==> src/rtl/scsi_si_pkg.sv <==
package scsi_si_pkg;
   localparam int REG_AW = 6;
   typedef logic [7:0] byte_t;

   localparam logic [REG_AW-1:0] ADR_CMD  = 6'h03;
   localparam logic [REG_AW-1:0] ADR_STAT = 6'h04;
   localparam logic [REG_AW-1:0] ADR_TGT  = 6'h04;
   localparam logic [REG_AW-1:0] ADR_WHY  = 6'h05;
   localparam logic [REG_AW-1:0] ADR_STEP = 6'h06;
   localparam logic [REG_AW-1:0] ADR_CFG  = 6'h08;
   localparam logic [REG_AW-1:0] ADR_ID   = 6'h0E;

   localparam int ST_INT = 7;
   localparam int ST_GE  = 6;
   localparam int ST_PE  = 5;
   localparam int ST_TC  = 4;

   localparam byte_t WHY_FC  = 8'h08;
   localparam byte_t WHY_BS  = 8'h10;
   localparam byte_t WHY_DC  = 8'h20;
   localparam byte_t WHY_RST = 8'h80;

   localparam byte_t STEP_DONE = 8'h04;

   localparam logic [6:0] OPC_SEL_A  = 7'h41;
   localparam logic [6:0] OPC_SEL_B  = 7'h42;
   localparam logic [6:0] OPC_BUSRST = 7'h03;
endpackage

==> src/rtl/scsi_si_counter.sv <==
module scsi_si_counter
   import scsi_si_pkg::*;
#(
   parameter int CNT_W = 16
) (
   input  logic                 clk,
   input  logic                 rst_n,
   input  logic                 wr_en,
   input  logic [REG_AW-1:0]    wr_addr,
   input  byte_t                wr_data,
   input  logic                 load,
   input  logic                 clear,
   output logic [CNT_W-1:0]     live,
   output logic [CNT_W:0]       eff_len,
   output logic                 lane_hit
);
   localparam int LANES = CNT_W / 8;

   logic [CNT_W-1:0] shadow;

   if (CNT_W % 8 != 0 || LANES < 1) begin : g_bad_width
      $error("scsi_si_counter: CNT_W must be a nonzero multiple of 8");
   end

   for (genvar i = 0; i < LANES; i++) begin : g_lane
      byte_t sh_q, lv_q;
      always_ff @(posedge clk) begin
         if (!rst_n)
            sh_q <= '0;
         else if (wr_en && wr_addr == REG_AW'(i))
            sh_q <= wr_data;
      end
      always_ff @(posedge clk) begin
         if (!rst_n)
            lv_q <= '0;
         else if (clear)
            lv_q <= '0;
         else if (load)
            lv_q <= sh_q;
      end
      assign shadow[i*8 +: 8] = sh_q;
      assign live[i*8 +: 8]   = lv_q;
   end

   assign lane_hit = wr_en && (wr_addr < REG_AW'(LANES));
   assign eff_len  = (live == '0) ? {1'b1, {CNT_W{1'b0}}} : {1'b0, live};

   p_load_r4: assert property (@(posedge clk) disable iff (!rst_n)
      (load && !clear) |=> live == $past(shadow));
   p_clear_r6: assert property (@(posedge clk) disable iff (!rst_n)
      clear |=> live == '0);
endmodule

==> src/rtl/scsi_si_cmd_dec.sv <==
module scsi_si_cmd_dec
   import scsi_si_pkg::*;
#(
   parameter int MAX_TGT = 7,
   parameter int TGT_W   = 3
) (
   input  logic                cmd_wr,
   input  byte_t               cmd_byte,
   input  logic [TGT_W-1:0]    tgt_id,
   input  logic [MAX_TGT-1:0]  tgt_present,
   output logic                dma_load,
   output logic                sel_fail,
   output logic                bus_rst
);
   localparam int NID = 2 ** TGT_W;

   if (MAX_TGT >= NID || MAX_TGT < 1) begin : g_bad_tgt
      $error("scsi_si_cmd_dec: MAX_TGT must leave one id for the host");
   end

   logic [NID-1:0] absent;
   for (genvar j = 0; j < NID; j++) begin : g_id
      if (j < MAX_TGT) begin : g_real
         assign absent[j] = !tgt_present[j];
      end else begin : g_host
         assign absent[j] = 1'b1;
      end
   end

   logic is_sel;
   assign is_sel   = (cmd_byte[6:0] == OPC_SEL_A) || (cmd_byte[6:0] == OPC_SEL_B);
   assign dma_load = cmd_wr && cmd_byte[7];
   assign sel_fail = cmd_wr && is_sel && absent[tgt_id];
   assign bus_rst  = cmd_wr && (cmd_byte[6:0] == OPC_BUSRST);
endmodule

==> src/rtl/scsi_si_status.sv <==
module scsi_si_status
   import scsi_si_pkg::*;
(
   input  logic       clk,
   input  logic       rst_n,
   input  logic       dma_done,
   input  logic       cmd_done,
   input  logic [2:0] phase,
   input  logic       disc,
   input  logic       bus_rst,
   input  logic       rst_mask,
   input  logic       par_err,
   input  logic       gross_err,
   input  logic       why_rd,
   input  logic       tc_clr,
   output byte_t      status,
   output byte_t      why,
   output byte_t      step,
   output logic       irq
);
   byte_t n_status, n_why, n_step;
   logic  n_irq;

   always_comb begin
      n_status = status;
      n_why    = why;
      n_step   = step;
      n_irq    = irq;
      if (why_rd) begin
         n_status[ST_INT] = 1'b0;
         n_status[ST_GE]  = 1'b0;
         n_status[ST_PE]  = 1'b0;
         n_irq            = 1'b0;
      end
      if (tc_clr)    n_status[ST_TC] = 1'b0;
      if (par_err)   n_status[ST_PE] = 1'b1;
      if (gross_err) n_status[ST_GE] = 1'b1;
      if (bus_rst) begin
         n_why = WHY_RST;
         if (!rst_mask) n_irq = 1'b1;
      end
      if (disc) begin
         n_status = 8'h80;
         n_why    = WHY_DC;
         n_step   = '0;
         n_irq    = 1'b1;
      end
      if (cmd_done) begin
         n_status = {5'b10010, phase};
         n_why    = WHY_FC | WHY_BS;
         n_step   = STEP_DONE;
         n_irq    = 1'b1;
      end
      if (dma_done) begin
         n_status[ST_INT] = 1'b1;
         n_status[ST_TC]  = 1'b1;
         n_why            = WHY_BS;
         n_step           = '0;
         n_irq            = 1'b1;
      end
   end

   always_ff @(posedge clk) begin
      if (!rst_n) begin
         status <= '0;
         why    <= '0;
         step   <= '0;
         irq    <= 1'b0;
      end else begin
         status <= n_status;
         why    <= n_why;
         step   <= n_step;
         irq    <= n_irq;
      end
   end

   logic any_evt;
   assign any_evt = dma_done || cmd_done || disc || bus_rst || par_err || gross_err;

   p_rd_clear_r7: assert property (@(posedge clk) disable iff (!rst_n)
      (why_rd && !any_evt) |=> (!irq && status[7:5] == 3'b000 && why == $past(why)));
   p_dma_done_r6: assert property (@(posedge clk) disable iff (!rst_n)
      dma_done |=> (irq && status[ST_INT] && status[ST_TC] && why == WHY_BS && step == '0));
   p_err_quiet_r11: assert property (@(posedge clk) disable iff (!rst_n)
      (!irq && (par_err || gross_err) && !why_rd && !dma_done && !cmd_done && !disc && !bus_rst)
      |=> !irq);
   p_rst_mask_r10: assert property (@(posedge clk) disable iff (!rst_n)
      (bus_rst && rst_mask && !irq && !dma_done && !cmd_done && !disc) |=> (!irq && why == WHY_RST));
   p_tc_clear_r5: assert property (@(posedge clk) disable iff (!rst_n)
      (tc_clr && !dma_done && !cmd_done) |=> !status[ST_TC]);
endmodule

==> src/rtl/scsi_stat_irq.sv <==
module scsi_stat_irq
   import scsi_si_pkg::*;
#(
   parameter int   CNT_W        = 16,
   parameter int   MAX_TGT      = 7,
   parameter int   TGT_W        = 3,
   parameter int   RST_MASK_BIT = 6,
   parameter logic [7:0] CHIP_ID = 8'h04
) (
   input  logic               clk,
   input  logic               rst_n,
   input  logic               reg_wr,
   input  logic               reg_rd,
   input  logic [5:0]         reg_addr,
   input  logic [7:0]         reg_wdata,
   output logic [7:0]         reg_rdata,
   input  logic [MAX_TGT-1:0] tgt_present,
   input  logic [2:0]         bus_phase,
   input  logic               evt_dma_done,
   input  logic               evt_sel_timeout,
   input  logic               evt_cmd_done,
   input  logic               evt_parity_err,
   input  logic               evt_gross_err,
   output logic               irq,
   output logic [CNT_W:0]     xfer_len
);
   localparam int LANES = CNT_W / 8;

   if (LANES > int'(ADR_CMD)) begin : g_bad_lanes
      $error("scsi_stat_irq: counter bytes would overlap the command address");
   end
   if (RST_MASK_BIT < 0 || RST_MASK_BIT > 7) begin : g_bad_mask
      $error("scsi_stat_irq: RST_MASK_BIT must name a bit of a byte");
   end
   if (TGT_W > 8) begin : g_bad_tgtw
      $error("scsi_stat_irq: TGT_W must fit a byte");
   end

   logic [TGT_W-1:0] tgt_q;
   logic             mask_q;

   always_ff @(posedge clk) begin
      if (!rst_n) begin
         tgt_q  <= '0;
         mask_q <= 1'b0;
      end else if (reg_wr) begin
         if (reg_addr == ADR_TGT) tgt_q  <= reg_wdata[TGT_W-1:0];
         if (reg_addr == ADR_CFG) mask_q <= reg_wdata[RST_MASK_BIT];
      end
   end

   logic cmd_wr, dma_load, sel_fail, bus_rst, lane_hit, why_rd;
   logic [CNT_W-1:0] live;
   byte_t status, why, step;

   assign cmd_wr = reg_wr && reg_addr == ADR_CMD;
   assign why_rd = reg_rd && reg_addr == ADR_WHY;

   scsi_si_cmd_dec #(.MAX_TGT(MAX_TGT), .TGT_W(TGT_W)) u_dec (
      .cmd_wr      (cmd_wr),
      .cmd_byte    (reg_wdata),
      .tgt_id      (tgt_q),
      .tgt_present (tgt_present),
      .dma_load    (dma_load),
      .sel_fail    (sel_fail),
      .bus_rst     (bus_rst)
   );

   scsi_si_counter #(.CNT_W(CNT_W)) u_cnt (
      .clk      (clk),
      .rst_n    (rst_n),
      .wr_en    (reg_wr),
      .wr_addr  (reg_addr),
      .wr_data  (reg_wdata),
      .load     (dma_load),
      .clear    (evt_dma_done),
      .live     (live),
      .eff_len  (xfer_len),
      .lane_hit (lane_hit)
   );

   scsi_si_status u_stat (
      .clk       (clk),
      .rst_n     (rst_n),
      .dma_done  (evt_dma_done),
      .cmd_done  (evt_cmd_done),
      .phase     (bus_phase),
      .disc      (sel_fail || evt_sel_timeout),
      .bus_rst   (bus_rst),
      .rst_mask  (mask_q),
      .par_err   (evt_parity_err),
      .gross_err (evt_gross_err),
      .why_rd    (why_rd),
      .tc_clr    (lane_hit),
      .status    (status),
      .why       (why),
      .step      (step),
      .irq       (irq)
   );

   logic [CNT_W-1:0] live_sh;
   assign live_sh = live >> {reg_addr, 3'b000};

   always_comb begin
      if (reg_addr < 6'(LANES))
         reg_rdata = live_sh[7:0];
      else begin
         unique case (reg_addr)
            ADR_STAT: reg_rdata = status;
            ADR_WHY:  reg_rdata = why;
            ADR_STEP: reg_rdata = step;
            ADR_ID:   reg_rdata = CHIP_ID;
            default:  reg_rdata = '0;
         endcase
      end
   end

   p_len_nonzero_r2: assert property (@(posedge clk) disable iff (!rst_n)
      xfer_len != '0);
   p_disc_r9: assert property (@(posedge clk) disable iff (!rst_n)
      (sel_fail && !evt_dma_done && !evt_cmd_done) |=> (irq && why == WHY_DC && step == '0));
endmodule

==> config.mk <==
export PLATFORM = sky130hd
export DESIGN_NAME = scsi_stat_irq
export DESIGN_NICKNAME = d
export VERILOG_FILES = /design/src/rtl/scsi_si_pkg.sv /design/src/rtl/scsi_si_counter.sv /design/src/rtl/scsi_si_cmd_dec.sv /design/src/rtl/scsi_si_status.sv /design/src/rtl/scsi_stat_irq.sv
export SDC_FILE = /design/constraint.sdc
export NUM_CORES = 1
export LEC_CHECK = 0
export BUFFER_PORTS_ARGS = -buffer_cell sky130_fd_sc_hd__buf_2
export CORE_MARGIN = 2
export CORE_UTILIZATION = 56
export CTS_BUF_LIST = sky130_fd_sc_hd__clkbuf_8
export DETAILED_ROUTE_END_ITERATION = 16
export PLACE_DENSITY_LB_ADDON = 0.3
export SYNTH_ARGS = -nofsm -noshare
export SYNTH_HDL_FRONTEND = slang
export SYNTH_HIERARCHICAL = 1
export SYNTH_SLANG_ARGS = --single-unit
==> constraint.sdc <==
create_clock -name clk -period 2.5 [get_ports clk]
set_input_delay 0 -clock clk [delete_from_list [all_inputs] [get_ports clk]]
set_output_delay 0 -clock clk [all_outputs]
set_load 0.02 [all_outputs]
### Word level (Yosys, flattened, before mapping)

Cells that the tools add are included.

* word-level logic and storage cells: 90
* input port bits: 33
* flip-flop bits (word level): 49

* order comparisons: 2
* muxes and demuxes: 25
* reductions and logical operators: 34
* shifts and indexed selects: 1
* bitwise logic cells: 1
* eq/ne operators: 10

Operators by type and width (count)
* 8-bit one-hot mux with 4 select lines: 1
* 8-bit 2-to-1 mux: 3
* 6-bit by 3-bit == test with 1-bit output (second input constant): 3
* 17-bit 2-to-1 mux: 1
* 16-bit zero test: 1
* 16-bit by 9-bit right shift with 8-bit output: 1
* 7-bit == test (second input constant): 2
* 6-bit by 4-bit == test with 1-bit output (second input constant): 2
* 1-bit 2-to-1 mux: 12
* 6-bit 2-to-1 mux: 2
* 4-bit nonzero test: 3
* 5-bit 2-to-1 mux: 2
* 1-bit logical AND: 9
* 3-bit 2-to-1 mux: 3
* 2-bit nonzero test: 4
* 7-bit by 2-bit == test with 1-bit output (second input constant): 1
* 1-bit zero test: 7
* 6-bit by 1-bit == test with 1-bit output (second input constant): 1
* 6-bit by 2-bit == test with 1-bit output (second input constant): 1
* 6-bit zero test: 1
* 6-bit by 2-bit < comparator with 1-bit output (second input constant): 1
* 3-bit OR reduction: 2
* 3-bit by 4-bit < comparator with 1-bit output (second input constant): 1
* 2-bit AND reduction: 2
* other kinds (6): 7

### Logic depth before layout (Yosys ltp)

* word-level depth: 8
* depth in mapped cells: 10

### Cells and area by module

The synthesis kept the hierarchy.

By module, submodules not included
* scsi_si_counter: cells an instance 139, area each 1296.2 um^2, times used 1
* scsi_si_status: cells an instance 66, area each 599.3 um^2, times used 1
* scsi_stat_irq: cells an instance 73, area each 586.8 um^2, times used 1
* scsi_si_cmd_dec: cells an instance 14, area each 111.4 um^2, times used 1

### Worst setup path before layout

OpenSTA, ideal clock, no wires.

* kind: input to register
* from: in reg_addr[3]
* to: reg u_stat.why[5]
* arrival time: 1.771 ns
* path buffers: 0
* data required time: 2.384 ns
* stages on the path: 7
* path slack: 0.613 ns
* cell sequence: or3_1 nor4_1 nand2b_1 or4_1 nor3_1 nor2b_1 o211a_1

* elaborated cells between the ends (all ways): 8
* those cells by class: eq/ne: 1; mux: 1; reduce/logical: 6

RTL lines
* from (decl): line scsi_stat_irq.sv:14 `input logic [5:0] reg_addr,`
* 6-bit by 2-bit == test with 1-bit output: line scsi_stat_irq.sv:56 `assign cmd_wr = reg_wr && reg_addr == ADR_CMD;`
* 1-bit logical AND: line scsi_stat_irq.sv:56
* via cmd_wr: line scsi_stat_irq.sv:52 `logic cmd_wr, dma_load, sel_fail, bus_rst, lane_hit, why_rd;`
* 1-bit logical AND: line scsi_si_cmd_dec.sv:34 `assign bus_rst = cmd_wr && (cmd_byte[6:0] == OPC_BUSRST);`
* via bus_rst: line scsi_stat_irq.sv:52
* 2-bit nonzero test (no line)
* to (signal assigned): line scsi_si_status.sv:71 `why <= n_why;`
* to (decl): line scsi_si_status.sv:17 `output byte_t why,`

The timed path passes the listed nets, and every way through them passes these cells.
A chain may end at the register's enable or synchronous reset.

### Worst setup path in the final report

* from: reg tgt_q[1]
* to: reg u_stat.why[4]

* longest elaborated chain between the ends: 7
* elaborated cells between the ends (all ways): 8
* those cells by class: mux: 5; reduce/logical: 3

RTL lines
* from (decl): line scsi_stat_irq.sv:39 `logic [TGT_W-1:0] tgt_q;`
* from (signal assigned): line scsi_stat_irq.sv:47 `if (reg_addr == ADR_TGT) tgt_q <= reg_wdata[TGT_W-1:0];`
* 1-bit binary-select mux with 3-bit select *: line scsi_si_cmd_dec.sv:33 `assign sel_fail = cmd_wr && is_sel && absent[tgt_id];`
* 1-bit 2-to-1 mux (implied by the code) *: line scsi_si_cmd_dec.sv:33
* 1-bit logical AND *: line scsi_si_cmd_dec.sv:33
* via sel_fail: line scsi_stat_irq.sv:52
* 1-bit logical OR *: line scsi_stat_irq.sv:88 `.disc (sel_fail || evt_sel_timeout),`
* 6-bit 2-to-1 mux: line scsi_si_status.sv:42 `if (disc) begin`
* 5-bit 2-to-1 mux: line scsi_si_status.sv:48 `if (cmd_done) begin`
* 5-bit 2-to-1 mux: line scsi_si_status.sv:54 `if (dma_done) begin`

The timed path passes the listed nets; every way through them passes the cells marked *. The select of a mux whose other input is x is not followed.

==> impl_metrics.env <==
export IMPL_clock_tree_buffer_depth=2
export IMPL_fin_crit_sh_pct=84.68
export IMPL_path_buf_inv=0
export IMPL_slowest_delay_ns=0.49
export IMPL_worstPathMaxFanout=11
export IMPL_cellPowerDensity_nw_per_um2=474.1
export IMPL_fin_worst_skew_ns=0.007319
export IMPL_hp_class="input port to flop"
export IMPL_routed_wire_length_per_instance_um=15.21
export IMPL_route_detailed_vias_per_inst=5.499
export IMPL_first_global_vias=2038
export IMPL_final_cell_mix="sky130_fd_sc_hd__buf_2, sky130_fd_sc_hd__dfxtp_1, sky130_fd_sc_hd__mux2i_1"
export IMPL_synth_top_family_by_area="simple AND/OR/NAND/NOR gates"
export IMPL_synth_compound_area_share_pct=9.117
export IMPL_maxSlewViolCount=0
export IMPL_min_period_ns=2.117
export IMPL_path_clk_slew_ns=0.09
export IMPL_floorplan_rows=24
export IMPL_criticalPathCategory="flop to flop"
export IMPL_core_area_sq_um=4414
export IMPL_antenna_violating_nets_post_route=0
export IMPL_yosysSeqAreaShare_pct=37.82
export IMPL_die_w_um=72.06
export IMPL_ys_seq_elements=49
export IMPL_placement_setup_worst_slack_ns=0.2861
export IMPL_grt_total_usage_pct=24.30
export IMPL_insertion_delay_ns=0.31
export IMPL_synthDominantAreaCellType="sky130_fd_sc_hd__dfxtp_1"
export IMPL_yosys_area_share_adder_pct=0
export IMPL_die_area_sq_um=5192
export IMPL_post_cts_setup_buffer_count=0
export IMPL_area_growth_pct=16.06
export IMPL_detailedPlacementHpwl_mm=4.372
export IMPL_fin_setup_tns_ns=0
export IMPL_outcome="completed"
export IMPL_peak_clock_frequency_supported_by_timing_ghz=0.4724
export IMPL_clk_root_buffer_cell="sky130_fd_sc_hd__clkbuf_8"
export IMPL_finalSetupViolCount=0
export IMPL_floorplan_initialDensity_pct=58.76
export IMPL_mostFrequentLayoutCell="sky130_fd_sc_hd__buf_2"
export IMPL_clock_sinks=49
export IMPL_detailedRoute_firstIterationViolations=194
export IMPL_transition_time_at_the_pin_with_the_least_slew_margin_ns=0.6730
export IMPL_netlist_cell_type_count=43
export IMPL_critPathTopFamily="simple AND/OR/NAND/NOR gates"
export IMPL_cts_hold_buf=14
export IMPL_finish_net_count=377
export IMPL_synth_top_cells_by_area="sky130_fd_sc_hd__dfxtp_1, sky130_fd_sc_hd__mux2i_1, sky130_fd_sc_hd__nand2_1"
export IMPL_number_of_endpoints_with_negative_hold_slack_in_the_final_report=0
export IMPL_cts_buffers_inserted=5
export IMPL_synth_warning_count=6
export IMPL_number_of_top_level_pins=59
export IMPL_drc_errors=0
export IMPL_fraction_of_synthesized_cell_area_taken_by_the_top_area_cell_type_pct=37.82
export IMPL_syn_avg_cell_area_sq_um=8.883
export IMPL_drt_first_pass_iters=4
export IMPL_pin_count_of_the_biggest_net_entering_global_routing=33
export IMPL_p_leak_uw=0.001270
export IMPL_max_cap_viol_count=0
export IMPL_gp_routability_congestion=0.7519
export IMPL_crit_required_ns=2.74
export IMPL_worstSetupStartpointType="flop"
export IMPL_initial_antenna_violation_count=0
export IMPL_ir_drop_uv=381.4
export IMPL_final_layout_size_suffix_gt1_share_pct=24.64
export IMPL_drt_total_wl_mm=6.037
export IMPL_setup_slack_ns=0.3831
export IMPL_cp_arrival_ns=2.36
export IMPL_synth_cell_area_sq_um=2594
export IMPL_final_hold_worst_slack_ns=0.02329
export IMPL_filler_free_cell_count_of_the_finished_design=397
export IMPL_vias=2183
export IMPL_postSynthCellCount=292
export IMPL_global_route_overflow_total=0
export IMPL_height_of_the_die_um=72.06
export IMPL_grt_pass1_wl_mm=9.680
export IMPL_synth_area_mux_share_pct=19.97
export IMPL_worstPathCellList="mux2i_1 > o311ai_0 > a2111oi_2 > or2_2 > or3b_2 > a21oi_1"
export IMPL_crit_slowest_cell="sky130_fd_sc_hd__or3b_2"
export IMPL_synth_simple_area_share_pct=22.62
export IMPL_slew_headroom_pct=55.13
export IMPL_timing_critical_path_to_type="flop"
export IMPL_buffer_ports_inserted=58
export IMPL_synth_xor_xnor_area_share_pct=0.3377
export IMPL_cts_tree="done"
export IMPL_post_cts_resized_instances=0
export IMPL_antennaDiodeCount=0
export IMPL_grt_setup_unrepaired="false"
export IMPL_dp_cells=375
export IMPL_cts_htree_levels=2
-- Yosys cell counts, drive strengths merged --
cell,n
nor4b,1
conb,1
a31oi,1
mux2i,45
o211a,1
xor2,1
clkbuf,22
nand3b,2
a21oi,13
a221o,1
nand2b,11
and4,1
inv,7
nor2,19
nand3,4
a22oi,6
or3,1
o21ai,6
or2,1
or4b,2
nor3,6
nor2b,2
and2,2
o22ai,6
a2111oi,1
o311ai,1
mux2,6
buf,19
or3b,8
a211o,1
nand2,31
nor3b,3
nor4,8
or4,3
dfxtp,49
-- cell families (layout without fill, tap and decap cells) --
kind of cell,after synthesis,after routing
buffers and inverters,48,90
and+or+nand+nor,105,105
xor gates and xnor gates,1,1
other,1,12
AOI/OAI and AO/OA,37,37
muxes,51,51
DFF,49,49
-- area by class of cell --
type / instances / area (sq um)
Clock inverter: 3 / 21.27
Clock buffer: 5 / 68.82
Fill cell: 374 / 1404
Inverter: 7 / 26.28
Multi-Input combinational cell: 206 / 1395
Sequential cell: 49 / 980.9
Timing Repair Buffer: 75 / 452.9
Tap cell: 52 / 65.06
-- per-layer routing --
| metal | track usage (%) | up-vias | wire length [um] |
|---|---|---|---|
| met3 | 6.389 | 5 | 375 |
| met4 | 6.289 | 0 | 58 |
| met5 | 0 | - | 0 |
| met1 | 33.77 | 1012 | 2828 |
| met2 | 37.76 | 68 | 2775 |
| li1 | - | 1098 | - |
-- power by group --
group / total (uW) / internal, uW / switching (uW) / leakage (uW)
combinational: 161 / 72.1 / 88.4 / 0.000828
clock: 470 / 199 / 272 / 0.0000445
sequential: 796 / 791 / 5.59 / 0.000397
-- registers in the layout (all words and copies together) (netlist names) --
name / count
tgt_q: 3
mask_q: 1
u_cnt/g_lane.sh_q: 16
u_stat/why: 4
u_cnt/g_lane.lv_q: 16
u_stat/step: 1
u_stat/irq: 1
u_stat/status: 7
-- path summary, 6_finish.rpt --
check / start / endpoint / slack (ns) / cells past startpoint
worst max register to register: tgt_q[1] / u_stat/why[4] / 0.38 / 6
worst min-delay path: evt_dma_done / u_stat/why[4] / 0.02 / 3
worst min register to register: mask_q / mask_q / 0.46 / 2
worst max-delay path: tgt_q[1] / u_stat/why[4] / 0.38 / 6
-- through the flow --
stage / power, uW / area (sq um) / utilization, %
after floorplan: 914.1 / 2635 / -
after global placement: 953.7 / 2780 / 62.98
after detailed placement: 956.0 / 2780 / 62.98
after CTS: 1439 / 3010 / 68.20
after global routing: 1487 / 3010 / 68.20
final: 1427 / 3010 / 68.20
-- worst register-to-register path, delay by kind of cell, from the launching register on --
family | cells | cell delay (ns)
AND/OR/NAND/NOR | 2 | 0.88
multiplexers | 1 | 0.11
flip-flops | 1 | 0.44
AO/OA/AOI/OAI | 3 | 0.62
Note: power is estimated with default switching activity, not from simulation.
